--- src/rtl/rxf_pkg.sv ---
package rxf_pkg;
   localparam int ST_OK   = 0;
   localparam int ST_CRC  = 1;
   localparam int ST_ALN  = 2;
   localparam int ST_FOV  = 3;
   localparam int ST_MISS = 4;
   localparam int ST_GRP  = 5;
   localparam int ST_DIS  = 6;
   localparam int ST_W    = 8;

   typedef enum logic [1:0] {
      DST_UNI   = 2'd0,
      DST_GRP   = 2'd1,
      DST_BCAST = 2'd2
   } dst_kind_e;

   typedef struct packed {
      logic crc_bad;
      logic aln_bad;
      logic fifo_bad;
   } rx_err_t;
endpackage

--- src/rtl/rxf_addr_class.sv ---
module rxf_addr_class
   import rxf_pkg::*;
#(
   parameter int ADDR_W    = 48,
   parameter int CRC_W     = 32,
   parameter int HASH_BITS = 6,
   localparam int TBL_W    = 1 << HASH_BITS,
   localparam int N_BYTES  = ADDR_W / 8
) (
   input  logic [ADDR_W-1:0]    dest,
   input  logic [ADDR_W-1:0]    station,
   input  logic [CRC_W-1:0]     dest_crc,
   input  logic [TBL_W-1:0]     table_bits,
   output dst_kind_e            kind,
   output logic                 station_hit,
   output logic                 hash_hit,
   output logic [HASH_BITS-1:0] hash_idx
);
   logic [N_BYTES-1:0] byte_eq;
   logic [N_BYTES-1:0] byte_ones;

   generate
      for (genvar b = 0; b < N_BYTES; b++) begin : g_byte
         assign byte_eq[b]   = (dest[8*b +: 8] == station[8*b +: 8]);
         assign byte_ones[b] = &dest[8*b +: 8];
      end
   endgenerate

   assign station_hit = &byte_eq;
   assign hash_idx    = dest_crc[CRC_W-1 -: HASH_BITS];
   assign hash_hit    = table_bits[hash_idx];

   always_comb begin
      if (&byte_ones)   kind = DST_BCAST;
      else if (dest[0]) kind = DST_GRP;
      else              kind = DST_UNI;
   end
endmodule

--- src/rtl/rxf_frame_qual.sv ---
module rxf_frame_qual
   import rxf_pkg::*;
#(
   parameter int LEN_W   = 16,
   parameter int MIN_LEN = 64
) (
   input  logic [LEN_W-1:0] frame_len,
   input  rx_err_t          errs,
   input  logic             keep_runt,
   input  logic             keep_bad,
   output logic             len_ok,
   output logic             err_ok,
   output logic             any_crc
);
   localparam logic [LEN_W-1:0] MIN_L = LEN_W'(MIN_LEN);

   assign any_crc = errs.crc_bad | errs.aln_bad;
   assign len_ok  = (frame_len >= MIN_L) | keep_runt;
   assign err_ok  = ~any_crc | keep_bad;
endmodule

--- src/rtl/rxf_txgate.sv ---
module rxf_txgate #(
   parameter int HASH_BITS = 6,
   localparam int TBL_W    = 1 << HASH_BITS,
   localparam logic [HASH_BITS-1:0] OFF_IDX = HASH_BITS'(TBL_W - 2),
   localparam logic [HASH_BITS-1:0] ON_IDX  = HASH_BITS'(TBL_W - 1)
) (
   input  logic                 clk,
   input  logic                 rst_n,
   input  logic                 frame_valid,
   input  logic                 enable,
   input  logic                 is_grp,
   input  logic [HASH_BITS-1:0] hash_idx,
   output logic                 tx_disable
);
   always_ff @(posedge clk or negedge rst_n) begin
      if (!rst_n)
         tx_disable <= 1'b0;
      else if (!enable)
         tx_disable <= 1'b0;
      else if (frame_valid && is_grp) begin
         if (hash_idx == OFF_IDX)     tx_disable <= 1'b1;
         else if (hash_idx == ON_IDX) tx_disable <= 1'b0;
      end
   end

   a_r11_off_slot: assert property (@(posedge clk) disable iff (!rst_n)
      (frame_valid && enable && is_grp && hash_idx == OFF_IDX) |=> tx_disable);
   a_r11_on_slot: assert property (@(posedge clk) disable iff (!rst_n)
      (frame_valid && enable && is_grp && hash_idx == ON_IDX) |=> !tx_disable);
   a_r11_opt_clear: assert property (@(posedge clk) disable iff (!rst_n)
      !enable |=> !tx_disable);
   a_r11_no_frame_hold: assert property (@(posedge clk) disable iff (!rst_n)
      (!frame_valid && enable) |=> $stable(tx_disable));
endmodule

--- src/rtl/rx_addr_filter.sv ---
module rx_addr_filter
   import rxf_pkg::*;
#(
   parameter int ADDR_W    = 48,
   parameter int CRC_W     = 32,
   parameter int LEN_W     = 16,
   parameter int HASH_BITS = 6,
   parameter int MIN_LEN   = 64
) (
   input  logic                        clk,
   input  logic                        rst_n,
   input  logic                        frame_valid,
   input  logic [ADDR_W-1:0]           dest_addr,
   input  logic [CRC_W-1:0]            dest_crc,
   input  logic [LEN_W-1:0]            frame_len,
   input  logic                        crc_err,
   input  logic                        align_err,
   input  logic                        fifo_ovr,
   input  logic [ADDR_W-1:0]           station_addr,
   input  logic [(1<<HASH_BITS)-1:0]   hash_table,
   input  logic                        cfg_promisc,
   input  logic                        cfg_accept_bcast,
   input  logic                        cfg_accept_mcast,
   input  logic                        cfg_accept_runt,
   input  logic                        cfg_save_err,
   input  logic                        cfg_monitor,
   input  logic                        cfg_auto_tx,
   output logic                        accept,
   output logic [ST_W-1:0]             rx_status,
   output logic                        status_valid,
   output logic                        tx_disable
);
   localparam int TBL_W = 1 << HASH_BITS;

   generate
      if (ADDR_W % 8 != 0 || ADDR_W < 16) begin : g_bad_addr
         $error("rx_addr_filter: ADDR_W must be a whole number of bytes, at least 2");
      end
      if (HASH_BITS < 2 || HASH_BITS > CRC_W) begin : g_bad_hash
         $error("rx_addr_filter: HASH_BITS must lie in 2..CRC_W");
      end
      if (MIN_LEN < 1 || MIN_LEN >= (1 << LEN_W)) begin : g_bad_len
         $error("rx_addr_filter: MIN_LEN must fit in LEN_W bits");
      end
   endgenerate

   dst_kind_e            kind;
   logic                 station_hit, hash_hit;
   logic [HASH_BITS-1:0] hash_idx;
   logic                 len_ok, err_ok, any_crc;
   rx_err_t              errs;
   logic                 addr_ok, pass, accept_d;
   logic [ST_W-1:0]      status_d;

   assign errs = '{crc_bad: crc_err, aln_bad: align_err, fifo_bad: fifo_ovr};

   rxf_addr_class #(
      .ADDR_W(ADDR_W), .CRC_W(CRC_W), .HASH_BITS(HASH_BITS)
   ) u_class (
      .dest(dest_addr), .station(station_addr), .dest_crc(dest_crc),
      .table_bits(hash_table), .kind(kind), .station_hit(station_hit),
      .hash_hit(hash_hit), .hash_idx(hash_idx)
   );

   rxf_frame_qual #(
      .LEN_W(LEN_W), .MIN_LEN(MIN_LEN)
   ) u_qual (
      .frame_len(frame_len), .errs(errs), .keep_runt(cfg_accept_runt),
      .keep_bad(cfg_save_err), .len_ok(len_ok), .err_ok(err_ok), .any_crc(any_crc)
   );

   rxf_txgate #(
      .HASH_BITS(HASH_BITS)
   ) u_txgate (
      .clk(clk), .rst_n(rst_n), .frame_valid(frame_valid), .enable(cfg_auto_tx),
      .is_grp(kind == DST_GRP), .hash_idx(hash_idx), .tx_disable(tx_disable)
   );

   always_comb begin
      unique case (kind)
         DST_UNI:   addr_ok = cfg_promisc | station_hit;
         DST_GRP:   addr_ok = cfg_accept_mcast & hash_hit;
         DST_BCAST: addr_ok = cfg_accept_bcast;
         default:   addr_ok = 1'b0;
      endcase
   end

   assign pass     = addr_ok & len_ok & err_ok;
   assign accept_d = pass & ~errs.fifo_bad & ~cfg_monitor;

   always_comb begin
      status_d          = '0;
      status_d[ST_OK]   = accept_d & ~any_crc;
      status_d[ST_CRC]  = any_crc;
      status_d[ST_ALN]  = errs.aln_bad;
      status_d[ST_FOV]  = errs.fifo_bad;
      status_d[ST_MISS] = pass & cfg_monitor;
      status_d[ST_GRP]  = (kind != DST_UNI);
      status_d[ST_DIS]  = cfg_monitor;
   end

   always_ff @(posedge clk or negedge rst_n) begin
      if (!rst_n) begin
         accept       <= 1'b0;
         rx_status    <= '0;
         status_valid <= 1'b0;
      end else begin
         status_valid <= frame_valid;
         if (frame_valid) begin
            accept    <= accept_d;
            rx_status <= status_d;
         end
      end
   end

   a_r10_strobe_source: assert property (@(posedge clk) disable iff (!rst_n)
      status_valid |-> $past(frame_valid));
   a_r10_hold: assert property (@(posedge clk) disable iff (!rst_n)
      !status_valid |-> ($stable(accept) && $stable(rx_status)));
   a_r5_runt_drop: assert property (@(posedge clk) disable iff (!rst_n)
      (frame_valid && frame_len < LEN_W'(MIN_LEN) && !cfg_accept_runt) |=> !accept);
   a_r6_err_drop: assert property (@(posedge clk) disable iff (!rst_n)
      (frame_valid && (crc_err || align_err) && !cfg_save_err) |=> !accept);
   a_r7_fifo_drop: assert property (@(posedge clk) disable iff (!rst_n)
      (status_valid && rx_status[ST_FOV]) |-> !accept);
   a_r8_monitor_drop: assert property (@(posedge clk) disable iff (!rst_n)
      (status_valid && rx_status[ST_DIS]) |-> !accept);
   a_r9_ok_bit: assert property (@(posedge clk) disable iff (!rst_n)
      (status_valid && accept && !rx_status[ST_CRC]) |-> rx_status[ST_OK]);
   a_r9_top_bit_zero: assert property (@(posedge clk) disable iff (!rst_n)
      !rx_status[ST_W-1]);
endmodule

--- config.mk ---
export PLATFORM = sky130hd
export DESIGN_NAME = rx_addr_filter
export DESIGN_NICKNAME = d
export VERILOG_FILES = /design/src/rtl/rxf_pkg.sv /design/src/rtl/rxf_addr_class.sv /design/src/rtl/rxf_frame_qual.sv /design/src/rtl/rxf_txgate.sv /design/src/rtl/rx_addr_filter.sv
export SDC_FILE = /design/constraint.sdc
export NUM_CORES = 1
export LEC_CHECK = 0
export BUFFER_PORTS_ARGS = -buffer_cell sky130_fd_sc_hd__buf_2
export CORE_AREA = 2 2 90 92
export CTS_BUF_LIST = sky130_fd_sc_hd__clkbuf_8 sky130_fd_sc_hd__clkbuf_16
export DETAILED_ROUTE_END_ITERATION = 8
export DIE_AREA = 0 0 92 94
export PLACE_DENSITY = 0.67
export SLEW_MARGIN = 20
export SYNTH_ARGS = -nofsm -noshare
export SYNTH_HDL_FRONTEND = slang
export SYNTH_SLANG_ARGS = --single-unit
--- constraint.sdc ---
create_clock -name clk -period 2.4 [get_ports clk]
set_clock_uncertainty 0.05 [all_clocks]
set_input_delay 0.12 -clock clk [delete_from_list [all_inputs] [get_ports clk]]
set_output_delay 0.12 -clock clk [all_outputs]
set_load 0.01 [all_outputs]
==> impl_metrics.ini <==
[timing]
rsz0062_at_grt = no
finalSetupTns_ns = 0
fin_crit_ns = 1.765
hold_viol = 0
fin_ws_ns = 0.6352
fmax_mhz = 566.6
period_share_pct = 73.53
maxSlewViolCount = 0
final-setup-viol-count = 0

[final_layout]
area_growth_pct = 69.39
drive_gt1_share_pct = 58.99
final_cell_mix = buf_2, xor2_1, nand4_1, nor4_1, mux4_2
nets = 600
final_cells = 480
final_common_cell = buf_2
diodes = 0

[die]
start_util_pct = 21.92
die_h_um = 94
core_sq_mm = 0.007607
die_w_um = 92
rows = 32
die-area_sq_mm = 0.008648
ios = 232

[synth]
ys_ff_latch = 10
synth_top_area_share_pct = 23.11
synth_area_leaders = xor2_1, mux4_2, dfrtp_1, nand4_1, nor4_1
syn_area_per_cell_sq_um = 9.215
synthCells = 181
synthDistinctLibCells = 34
yosysSeqAreaShare_pct = 15.00
syn_nets = 402
synth_area_leader_cell = xor2_1
synth_warnings = 0
syn_area_sq_mm = 0.001668

[clocking]
cts_sinks = 10
cts_setup_buffers = 0
clock_latency_ns = 0.24
cts_tree = built
cts_max_level = 1
cts_inserted_buffers = 3
clock_path_buffers = 2
root_buffer = clkbuf_8
clk_pin_slew_ns = 0.05

[min_path]
min_from = cfg_auto_tx
holdPathEnd = u_txgate.tx_disable$_DFFE_PN0P_
hold_path_depth = 2
hold_path_class = in2reg

[drt]
wl_met3_um = 644
via_per_inst = 4.727
antenna_left = 0
drt-total-wl_um = 7139
dr.max_layer_used = met4
met1Wirelength_um = 3016
drt_pass1_iterations = 4
dr_wl_met2_um = 3427
drtIter0Drc = 72
drc = 0
wire_per_inst_um = 14.87
num_vias = 2269

[global_routing]
antenna_found_initial = 0
grt-ovfl-total = 0
grt_max_degree = 16
grt_pass1_vias = 2350
grt_pass1_wl_um = 10970
grt.total_usage_pct = 15.85

[critical_path]
crit_chain = buf_2 -> mux4_2 -> or4b_1 -> o311a_1 -> a32o_1 -> nand2_1 -> a31oi_1
crit_path_max_fanout = 3
r2r_end = u_txgate.tx_disable$_DFFE_PN0P_
crit_arrival_ns = 1.82
cp-end-kind = register
r2r_cells = 3
rr_startpoint = u_txgate.tx_disable$_DFFE_PN0P_
cp.required_ns = 2.45
cp_slowest_cell = or4b_1
path_delay_family = simple AND/OR/NAND/NOR gates
slowest_delay_ns = 0.51
path_depth = 7
r2r_slack_ns = 1.60
critPathKind = in2reg
worstSetupStartpointType = input pin
crit_buf_inv = 1

[power]
cellLeakagePower_nw = 1.421
max-vdd-ir-drop_mv = 0.1190
p_total_w = 0.0008070
power.density_mw_per_mm2 = 285.6

[placed_design]
detailed_place_hpwl_um = 6409
pre_cts_slack_ns = 0.3800
gp_congestion = 0.8391
io_buffers = 198
placedCellCount = 475

[outcome]
status = complete, no violations

[run]
maxCapViolations = 0
## registers in the layout (all words and copies together) (netlist names)
name                 count
status_valid             1
rx_status                7
accept                   1
u_txgate.tx_disable      1
## cells in the mapped netlist
cell type,instances
nor4_1,16
or3b_2,1
mux4_2,14
mux4_1,2
buf_4,1
buf_2,3
o21ai_0,5
nand3b_1,1
buf_6,1
a21oi_1,2
or4b_1,1
nand2b_1,3
and3_1,1
nor3_1,3
inv_1,4
mux2_2,3
nand3_1,10
o31ai_1,1
clkbuf_1,4
nand4_1,16
o311a_1,1
o22ai_1,5
or3_1,1
o32ai_1,1
a32o_1,1
a31oi_1,1
mux2i_1,3
conb_1,1
nor2_1,9
xnor2_1,4
nand2_1,7
xor2_1,44
dfrtp_1,10
and2_1,1
## worst reg2reg max path, stage by stage, from the launching register on
cell and delay, ns:
dfrtp_1 0.37, inv_1 0.06, mux2i_1 0.05, and2_1 0.16
## stage by stage
stage / area, sq um / util [%] / hold WS (ns)
floorplan: 1668 / - / -0.2256
global placement: 2760 / 36.28 / -0.05091
detailed placement: 2760 / 36.28 / -0.04735
CTS: 2825 / 37.14 / 0.03409
global route: 2825 / 37.14 / 0.04770
finish: 2825 / 37.14 / 0.03243
## kinds of logic after synthesis
family	synth area share (%)
AOI/OAI and AO/OA	6.527
xor gates and xnor gates	25.21
buffers and inverters	3.825
DFF	15.00
muxes	25.88
other	0.2248
and+or+nand+nor	23.33
## layer usage
layer  GRT usage [%]  up-vias
met5               0        -
met4           2.985        0
met3           2.087        5
met2           27.76      125
met1           21.06     1046
li1                -     1093
## worst max path at each step
stage / from / to / slack, ns
3_5_place_dp: dest_crc[26] / rx_status[0]$_DFFE_PN0P_ / 0.38
4_1_cts: dest_crc[26] / rx_status[0]$_DFFE_PN0P_ / 0.63
3_3_place_gp: dest_crc[26] / rx_status[4]$_DFFE_PN0P_ / 0.40
6_report: dest_crc[26] / rx_status[0]$_DFFE_PN0P_ / 0.64
5_1_grt: dest_crc[27] / rx_status[0]$_DFFE_PN0P_ / 0.51
2_1_floorplan: dest_crc[26] / rx_status[0]$_DFFE_PN0P_ / 0.51
## what timing repair did
item	CTS	global route
hold buffers	1	0
resized for setup	0	0
hold endpoints to repair	10	0
## final cells by class
class | count | area [sq um]
fill | 823 | 4782
multi-input combinational | 158 | 1354
timing repair buffer | 202 | 1023
sequential | 10 | 250.2
tap | 102 | 127.6
clock buffer | 4 | 55.05
inverter | 4 | 15.01
## where the power goes
| group | switching, W | internal [W] |
|---|---|---|
| clock network | 0.0000735 | 0.000145 |
| logic | 0.000177 | 0.000226 |
| registers | 0.00000538 | 0.000181 |
No activity file was read; power rests on OpenSTA's default activity.
